===== config.mk =====
export PLATFORM = sky130hd
export DESIGN_NAME = sport_ctl
export DESIGN_NICKNAME = d
export VERILOG_FILES = /design/src/rtl/sport_pkg.sv /design/src/rtl/sport_pin_filter.sv /design/src/rtl/sport_boot_fsm.sv /design/src/rtl/sport_ctl_reg.sv /design/src/rtl/sport_ctl.sv
export SDC_FILE = /design/constraint.sdc
export NUM_CORES = 1
export LEC_CHECK = 0
export BUFFER_PORTS_ARGS = -buffer_cell sky130_fd_sc_hd__buf_2
export CORE_MARGIN = 2
export CORE_UTILIZATION = 40
export CTS_CLUSTER_DIAMETER = 80
export DETAILED_ROUTE_END_ITERATION = 8
export GPL_TIMING_DRIVEN = 0
export PLACE_DENSITY = 0.72
export SYNTH_ARGS = -nofsm -noshare
export SYNTH_HDL_FRONTEND = slang
export SYNTH_SLANG_ARGS = --single-unit

===== constraint.sdc =====
create_clock -name clk -period 1.3 [get_ports clk]
set_input_delay 0.065 -clock clk [delete_from_list [all_inputs] [get_ports clk]]
set_output_delay 0.065 -clock clk [all_outputs]
set_load 0.01 [all_outputs]

===== src/rtl/sport_pkg.sv =====
package sport_pkg;

  typedef enum logic [1:0] {
    ST_INIT = 2'd0,
    ST_BOOT = 2'd1,
    ST_RUN  = 2'd2
  } boot_st_e;

  localparam logic [1:0] CODE_BOOT = 2'b01;
  localparam logic [1:0] CODE_GO   = 2'b00;

  localparam logic [1:0] PM_IN     = 2'b00;
  localparam logic [1:0] PM_SLAVE  = 2'b10;

  localparam int unsigned IGN_BIT  = 7;
  localparam int unsigned PIN_LSB  = 5;
  localparam int unsigned PM_LSB   = 2;
  localparam int unsigned PRIO_LSB = 0;

endpackage


===== src/rtl/sport_pin_filter.sv =====
module sport_pin_filter #(
  parameter int unsigned W    = 2,
  parameter int unsigned SYNC = 2
) (
  input  logic         clk,
  input  logic         rst_n,
  input  logic [W-1:0] pin_i,
  output logic [W-1:0] live_o,
  output logic [W-1:0] code_o,
  output logic         code_ok_o
);

  localparam int unsigned VLD_W = SYNC + 1;

  logic [W-1:0]     sync_q [SYNC];
  logic [W-1:0]     hold_q;
  logic [VLD_W-1:0] vld_q;

  // synchronizer chain
  always_ff @(posedge clk or negedge rst_n) begin
    if (!rst_n) begin
      sync_q[0] <= '0;
    end else begin
      sync_q[0] <= pin_i;
    end
  end

  genvar g;
  generate
    for (g = 1; g < SYNC; g++) begin : g_sync
      always_ff @(posedge clk or negedge rst_n) begin
        if (!rst_n) begin
          sync_q[g] <= '0;
        end else begin
          sync_q[g] <= sync_q[g-1];
        end
      end
    end
  endgenerate

  // one extra sample for the stability compare, and a fill tracker
  always_ff @(posedge clk or negedge rst_n) begin
    if (!rst_n) begin
      hold_q <= '0;
      vld_q  <= '0;
    end else begin
      hold_q <= sync_q[SYNC-1];
      vld_q  <= {vld_q[VLD_W-2:0], 1'b1};
    end
  end

  assign live_o    = sync_q[SYNC-1];
  assign code_o    = sync_q[SYNC-1];
  assign code_ok_o = vld_q[VLD_W-1] && (sync_q[SYNC-1] == hold_q);

endmodule


===== src/rtl/sport_boot_fsm.sv =====
module sport_boot_fsm
  import sport_pkg::*;
(
  input  logic       clk,
  input  logic       rst_n,
  input  logic [1:0] code_i,
  input  logic       code_ok_i,
  input  logic       ign_i,
  output logic       halt_o,
  output logic       enter_o,
  output logic       start_o
);

  boot_st_e st_q, st_d;
  logic     go;
  logic     enter;
  logic     start_q;

  always_comb begin
    st_d  = st_q;
    go    = 1'b0;
    enter = 1'b0;
    unique case (st_q)
      ST_INIT: begin
        if (ign_i) begin
          st_d = ST_RUN;
        end else if (code_ok_i) begin
          if (code_i == CODE_BOOT) begin
            st_d  = ST_BOOT;
            enter = 1'b1;
          end else begin
            st_d = ST_RUN;
          end
        end
      end
      ST_BOOT: begin
        if (!ign_i && code_ok_i && (code_i == CODE_GO)) begin
          st_d = ST_RUN;
          go   = 1'b1;
        end
      end
      ST_RUN:  st_d = ST_RUN;
      default: st_d = ST_RUN;
    endcase
  end

  always_ff @(posedge clk or negedge rst_n) begin
    if (!rst_n) begin
      st_q    <= ST_INIT;
      start_q <= 1'b0;
    end else begin
      st_q    <= st_d;
      start_q <= go;
    end
  end

  assign halt_o  = (st_q == ST_BOOT);
  assign enter_o = enter;
  assign start_o = start_q;

  AST_RUN_STICKY: assert property (@(posedge clk) disable iff (!rst_n)
    (st_q == ST_RUN) |=> (st_q == ST_RUN));

  AST_IGN_HOLDS_BOOT: assert property (@(posedge clk) disable iff (!rst_n)
    (st_q == ST_BOOT && ign_i) |=> (st_q == ST_BOOT));

  AST_START_SINGLE: assert property (@(posedge clk) disable iff (!rst_n)
    start_q |=> !start_q);

endmodule


===== src/rtl/sport_ctl_reg.sv =====
module sport_ctl_reg
  import sport_pkg::*;
#(
  parameter int unsigned          ADDR_W   = 8,
  parameter logic [ADDR_W-1:0]    REG_ADDR = 8'h24
) (
  input  logic              clk,
  input  logic              rst_n,
  input  logic [ADDR_W-1:0] addr_i,
  input  logic              wr_i,
  input  logic              rd_i,
  input  logic              wign_i,
  input  logic [1:0]        wpm_i,
  input  logic [1:0]        wprio_i,
  input  logic [1:0]        live_i,
  input  logic              boot_i,
  input  logic              enter_i,
  output logic              ign_o,
  output logic [1:0]        pm_o,
  output logic [1:0]        prio_o,
  output logic [7:0]        rdata_o
);

  logic       hit;
  logic       wr_hit;
  logic       rd_hit;
  logic       ign_q;
  logic [1:0] pm_q, pm_d;
  logic       pm_en;
  logic [1:0] prio_q;
  logic [7:0] rdata_q, rdata_d;

  assign hit    = (addr_i == REG_ADDR);
  assign wr_hit = wr_i && hit;
  assign rd_hit = rd_i && hit;

  // port mode: forced on cold-boot entry, locked during cold boot
  always_comb begin
    pm_d  = pm_q;
    pm_en = 1'b0;
    if (enter_i) begin
      pm_d  = PM_SLAVE;
      pm_en = 1'b1;
    end else if (wr_hit && !boot_i) begin
      pm_d  = wpm_i;
      pm_en = 1'b1;
    end
  end

  always_comb begin
    rdata_d = '0;
    if (rd_hit) begin
      rdata_d[PIN_LSB +: 2] = live_i;
    end
  end

  always_ff @(posedge clk or negedge rst_n) begin
    if (!rst_n) begin
      ign_q  <= 1'b0;
      prio_q <= '0;
    end else if (wr_hit) begin
      ign_q  <= wign_i;
      prio_q <= wprio_i;
    end
  end

  always_ff @(posedge clk or negedge rst_n) begin
    if (!rst_n) begin
      pm_q <= PM_IN;
    end else if (pm_en) begin
      pm_q <= pm_d;
    end
  end

  always_ff @(posedge clk or negedge rst_n) begin
    if (!rst_n) begin
      rdata_q <= '0;
    end else begin
      rdata_q <= rdata_d;
    end
  end

  assign ign_o   = ign_q;
  assign pm_o    = pm_q;
  assign prio_o  = prio_q;
  assign rdata_o = rdata_q;

  AST_READ_QUIET: assert property (@(posedge clk) disable iff (!rst_n)
    !rd_hit |=> (rdata_q == '0));

endmodule


===== src/rtl/sport_ctl.sv =====
module sport_ctl
  import sport_pkg::*;
#(
  parameter int unsigned       ADDR_W   = 8,
  parameter logic [ADDR_W-1:0] REG_ADDR = 8'h24,
  parameter int unsigned       SYNC     = 2
) (
  input  logic              clk,
  input  logic              rst_n,
  input  logic [ADDR_W-1:0] bus_addr,
  input  logic              bus_wr,
  input  logic              bus_rd,
  input  logic [7:0]        bus_wdata,
  output logic [7:0]        bus_rdata,
  input  logic [1:0]        mode_pin,
  output logic [1:0]        port_mode,
  output logic [1:0]        irq_prio,
  output logic              boot_halt,
  output logic              start_zero
);

  logic [1:0] live;
  logic [1:0] code;
  logic       code_ok;
  logic       ign;
  logic       halt;
  logic       enter;
  logic       start;
  logic       unused_wbits;

  assign unused_wbits = ^bus_wdata[6:4];

  sport_pin_filter #(.W(2), .SYNC(SYNC)) u_filt (
    .clk       (clk),
    .rst_n     (rst_n),
    .pin_i     (mode_pin),
    .live_o    (live),
    .code_o    (code),
    .code_ok_o (code_ok)
  );

  sport_boot_fsm u_fsm (
    .clk       (clk),
    .rst_n     (rst_n),
    .code_i    (code),
    .code_ok_i (code_ok),
    .ign_i     (ign),
    .halt_o    (halt),
    .enter_o   (enter),
    .start_o   (start)
  );

  sport_ctl_reg #(.ADDR_W(ADDR_W), .REG_ADDR(REG_ADDR)) u_reg (
    .clk     (clk),
    .rst_n   (rst_n),
    .addr_i  (bus_addr),
    .wr_i    (bus_wr),
    .rd_i    (bus_rd),
    .wign_i  (bus_wdata[IGN_BIT]),
    .wpm_i   (bus_wdata[PM_LSB +: 2]),
    .wprio_i (bus_wdata[PRIO_LSB +: 2]),
    .live_i  (live),
    .boot_i  (halt),
    .enter_i (enter),
    .ign_o   (ign),
    .pm_o    (port_mode),
    .prio_o  (irq_prio),
    .rdata_o (bus_rdata)
  );

  assign boot_halt  = halt;
  assign start_zero = start;

  AST_START_LEAVES_BOOT: assert property (@(posedge clk) disable iff (!rst_n)
    start_zero |-> (!boot_halt && $past(boot_halt)));

  AST_BOOT_SLAVE_MODE: assert property (@(posedge clk) disable iff (!rst_n)
    boot_halt |-> (port_mode == PM_SLAVE));

endmodule


==> flow_results.org <==
** Outcome
- The run finished with clean final reports.

** Power
- Maximum ir drop on the vdd rail :: a little over 0.0006 V
- The share of total power dissipated in the clock network is 0.277.
- In this run the static leakage power is just over 0.6 nW.
- Of the total power, combinational logic draws 0.134.
- Sequential cell fraction of total power :: 0.589
- Summed over all nets, the switching power comes to 266 uW.
- Proportion of total power due to net switching :: 0.246
- The internal power of the cells totals ~820 uW.
- Power Density :: 991 mW/mm2

** Detailed routing
- Post-DR vias/cell :: around 4.5
- Final Routed Wirelength :: between 1000 and 1500 um
- After detailed routing, the number of remaining DRC violations is 0.
- After detailed routing, the average wire length per cell comes to 11.7 um.
- Across all layers, the routed design uses roughly 550 vias.
- DR iter-0 viols :: 4
- Once detail routing completed, the nets flagged for antenna violations numbered 0.
- The first detailed-routing pass took 2 iterations.

** Setup path
- Worst Setup End Kind :: flip-flop
- Required time of the worst setup path :: approximately 1.5 ns
- R2R setup slack :: approximately 0.067 ns
- STA classifies the critical path startpoint as a flip-flop.
- STA puts the critical path data arrival time at 1.42 ns.
- By startpoint and endpoint, the worst setup path is classified as reg2reg.
- Worst Path Max Fanout :: 4

** Global routing
- In the global route stage, overall resource usage came out at 0.138.
- The first global-routing pass estimated between 2000 and 2500 um of wire.
- For this run the aggregate overflow at the end of global routing stands at 0.
- The global routing stage identified its most utilized layer as met2.
- Global-route track usage on met3 :: 0.0340
- The number of global-route vias before repair is approximately 480.
- Entering global routing, the biggest net connects 20 pins.
- Met2 usage :: 0.243
- Met1 track demand over resource :: 0.135
- Antenna violations before repair :: 0

** CTS
- TritonCTS built the clock tree.
- Number of H-tree levels :: 1
- Number of buffers added by the clock tree synthesis step :: 3
- For this design, the sink count on the clock tree is 19.
- At the later pin of the worst-skew pair, clock insertion delay measures roughly 0.3 ns.
- Maximum count of clock buffers along a single path :: 2
- The tree is rooted in a sky130_fd_sc_hd__clkbuf_4.
- Clock transition at the registers of the reported paths :: roughly 0.11 ns

** Yosys
- Sequential-to-total area share from yosys stat :: 0.613
- The cell area that synthesis handed to floorplanning was just under 800 um2.
- Predominant post-synthesis flop cell :: sky130_fd_sc_hd__dfrtp_1
- Number of instances in the synthesized netlist :: between 50 and 60
- Number of enable flip-flop cells after synthesis :: 0
- Summed over all instances, the cell type with the most area after synthesis is sky130_fd_sc_hd__dfrtp_1.
- For this run, asynchronously set or reset flops after synthesis account for 1.00.
- After synthesis, the most frequently instantiated cells are sky130_fd_sc_hd__dfrtp_1, sky130_fd_sc_hd__buf_4, sky130_fd_sc_hd__inv_1, sky130_fd_sc_hd__mux2_4, sky130_fd_sc_hd__nor2_1.
- Cell types occupying the most area after synthesis :: sky130_fd_sc_hd__dfrtp_1, sky130_fd_sc_hd__nor4b_4, sky130_fd_sc_hd__buf_4, sky130_fd_sc_hd__mux2_4, sky130_fd_sc_hd__mux2i_1
- Avg Inst Size Synth :: 14.4 um2
- Yosys top cell area share :: 0.613
- Among all cell types in the netlist, the one instantiated most often is sky130_fd_sc_hd__dfrtp_1.
- Synthesis inferred 19 register bits.
- Synthesis instantiated 20 different standard cells from the library.
- For this run, the number of Yosys warnings is 0.

** Finish
- At the end of the flow the core is filled with cells to 0.613.
- Growth of design area from synthesis to finish :: 41.0%
- Share of post-route cells with drive strength above 1 :: 0.541
- Final nets :: roughly 120
- Area of all placed cells without fillers :: 0.00109 mm2
- 0 antenna diodes ended up in the layout.

** Flow run
- Across the run, the number of max-cap violations was 0.

** STA
- For this run, the top clock speed supported by timing is slightly above 800 MHz.
- Setup violations remaining at the end of the flow were counted as 0.
- The number of pins with negative max-slew slack in the final report is 0.
- Unrepaired setup endpoints after global routing :: yes
- The number of endpoints with negative hold slack in the final report is 0.
- Time the final worst path needs with I/O delays and setup :: between 1 and 1.5 ns
- The clock arrives with 0.00811 ns of skew.
- Share of the cycle needed by the critical path after routing :: 0.949

** Placement
- Detail Placement HPWL :: 959 um
- Area of placed instances :: 956 um2
- Placer's final routability congestion estimate :: 0.619
- Buffers placed on the I/O ports in this run total 26.

** Floorplan
- The die covers about 0.0023 mm2.
- Chip Width :: 48.0 um
- For this configuration, the core starts out at a cell density of 0.435.
- Number of rows in the core area :: 15
- For this design the top-level I/O count stands at 36.
- The core region is around 0.0018 mm2.
- Measured along the y axis, the die boundary spans about 48 um.

** Hold path
- In this run the worst hold path is classified as in2reg.
power groups by stage:
stage / sequential, mW / combinational (mW) / clock, mW
after global routing: 0.642 / 0.162 / 0.329
after CTS: 0.638 / 0.138 / 0.309
after detailed placement: 0.648 / 0.121 / 0
final: 0.639 / 0.146 / 0.300
after global placement: 0.646 / 0.117 / 0
after floorplan: 0.651 / 0.0526 / 0
kinds of logic (layout without fill, tap and decap cells):
family | Yosys count | in the layout | share of synthesized area
AO/OA/AOI/OAI | 3 | 3 | 0.0339
XOR/XNOR | 1 | 1 | 0.0113
buffers and inverters | 9 | 48 | 0.0726
flip-flops | 19 | 19 | 0.613
multiplexers | 5 | 5 | 0.0839
other | 2 | 7 | 0.00968
AND/OR/NAND/NOR | 15 | 15 | 0.176
flip-flops by register name (all words and copies together), names as in the netlist:
register,count
u_filt.vld_q,3
u_filt.code_o,2
u_filt.hold_q,2
u_filt.sync_q,2
u_fsm.st_q,2
u_reg.pm_o,2
u_reg.prio_o,2
u_reg.rdata_o,2
u_fsm.start_o,1
u_reg.ign_o,1
cells in the final DEF, fill, tap and decap left out, drive strengths merged, types with 2 or more instances in the layout:
master	netlist	layout
buf	6	35
dfrtp	19	19
conb	2	7
dlygate4sd3	0	6
nor4b	3	3
inv	3	3
mux2	3	3
nor2	3	3
clkbuf	0	3
and3	2	2
mux2i	2	2
nor3	2	2
worst max-delay path: stages (launching register included):
cell and delay (ns):
sky130_fd_sc_hd__dfrtp_1 0.44, sky130_fd_sc_hd__nor3_2 0.20, sky130_fd_sc_hd__nand3_2 0.13, sky130_fd_sc_hd__buf_4 0.17
sky130_fd_sc_hd__mux2i_1 0.13, sky130_fd_sc_hd__nor2_1 0.05
final timing paths:
kind	from	endpoint	depth (start not counted)
worst max register to register	u_filt.code_o[1]$_DFF_PN0_	u_fsm.st_q[0]$_DFFE_PN0P_	5
worst min-delay path	bus_wdata[2]	u_reg.pm_o[0]$_DFFE_PN0P_	3
min in group asynchronous	rst_n	u_filt.sync_q[3]$_DFF_PN0_	2
worst min register to register	u_filt.sync_q[2]$_DFF_PN0_	u_filt.code_o[0]$_DFF_PN0_	0
max in group asynchronous	rst_n	u_filt.code_o[0]$_DFF_PN0_	2
worst max-delay path	u_filt.code_o[1]$_DFF_PN0_	u_fsm.st_q[0]$_DFFE_PN0P_	5
area by class of cell:
type | count | area [um2]
sequential | 19 | 477
multi-input combinational | 31 | 289
clock buffer | 3 | 22.5
clock inverter | 1 | 5.00
inverter | 3 | 11.3
fill | 147 | 689
buffer | 6 | 45.0
tap | 25 | 31.3
timing repair buffer | 35 | 213
through the flow:
step	TNS, ns	instances	worst slack, ns	hold WS, ns	total power, mW
2_1_floorplan	0	59	0.0826	-0.231	0.704
3_3_place_gp	-0.0816	110	-0.0464	0.0125	0.763
3_5_place_dp	-0.221	110	-0.114	0.0206	0.768
4_1_cts	0	120	0.0167	0.00794	1.08
5_1_grt	-0.0848	123	-0.0307	0.0274	1.13
6_report	0	123	0.0667	0.0139	1.08
routing by layer:
metal  vias to the layer above  wire (um)
li1                        257          -
met2                        25        751
met5                         -          0
met1                       267        569
met3                         4         82
met4                         0         36
repair_timing:
item / 4_1_cts / 5_1_grt
pin swaps: 0 / 0
resized for setup: 4 / 1
endpoints found under the hold margin: 24 / 0
endpoints found under the setup margin: 2 / 2
buffers inserted: 0 / 3
hold buffers: 6 / 0
Power figures use the tool's default switching activity.
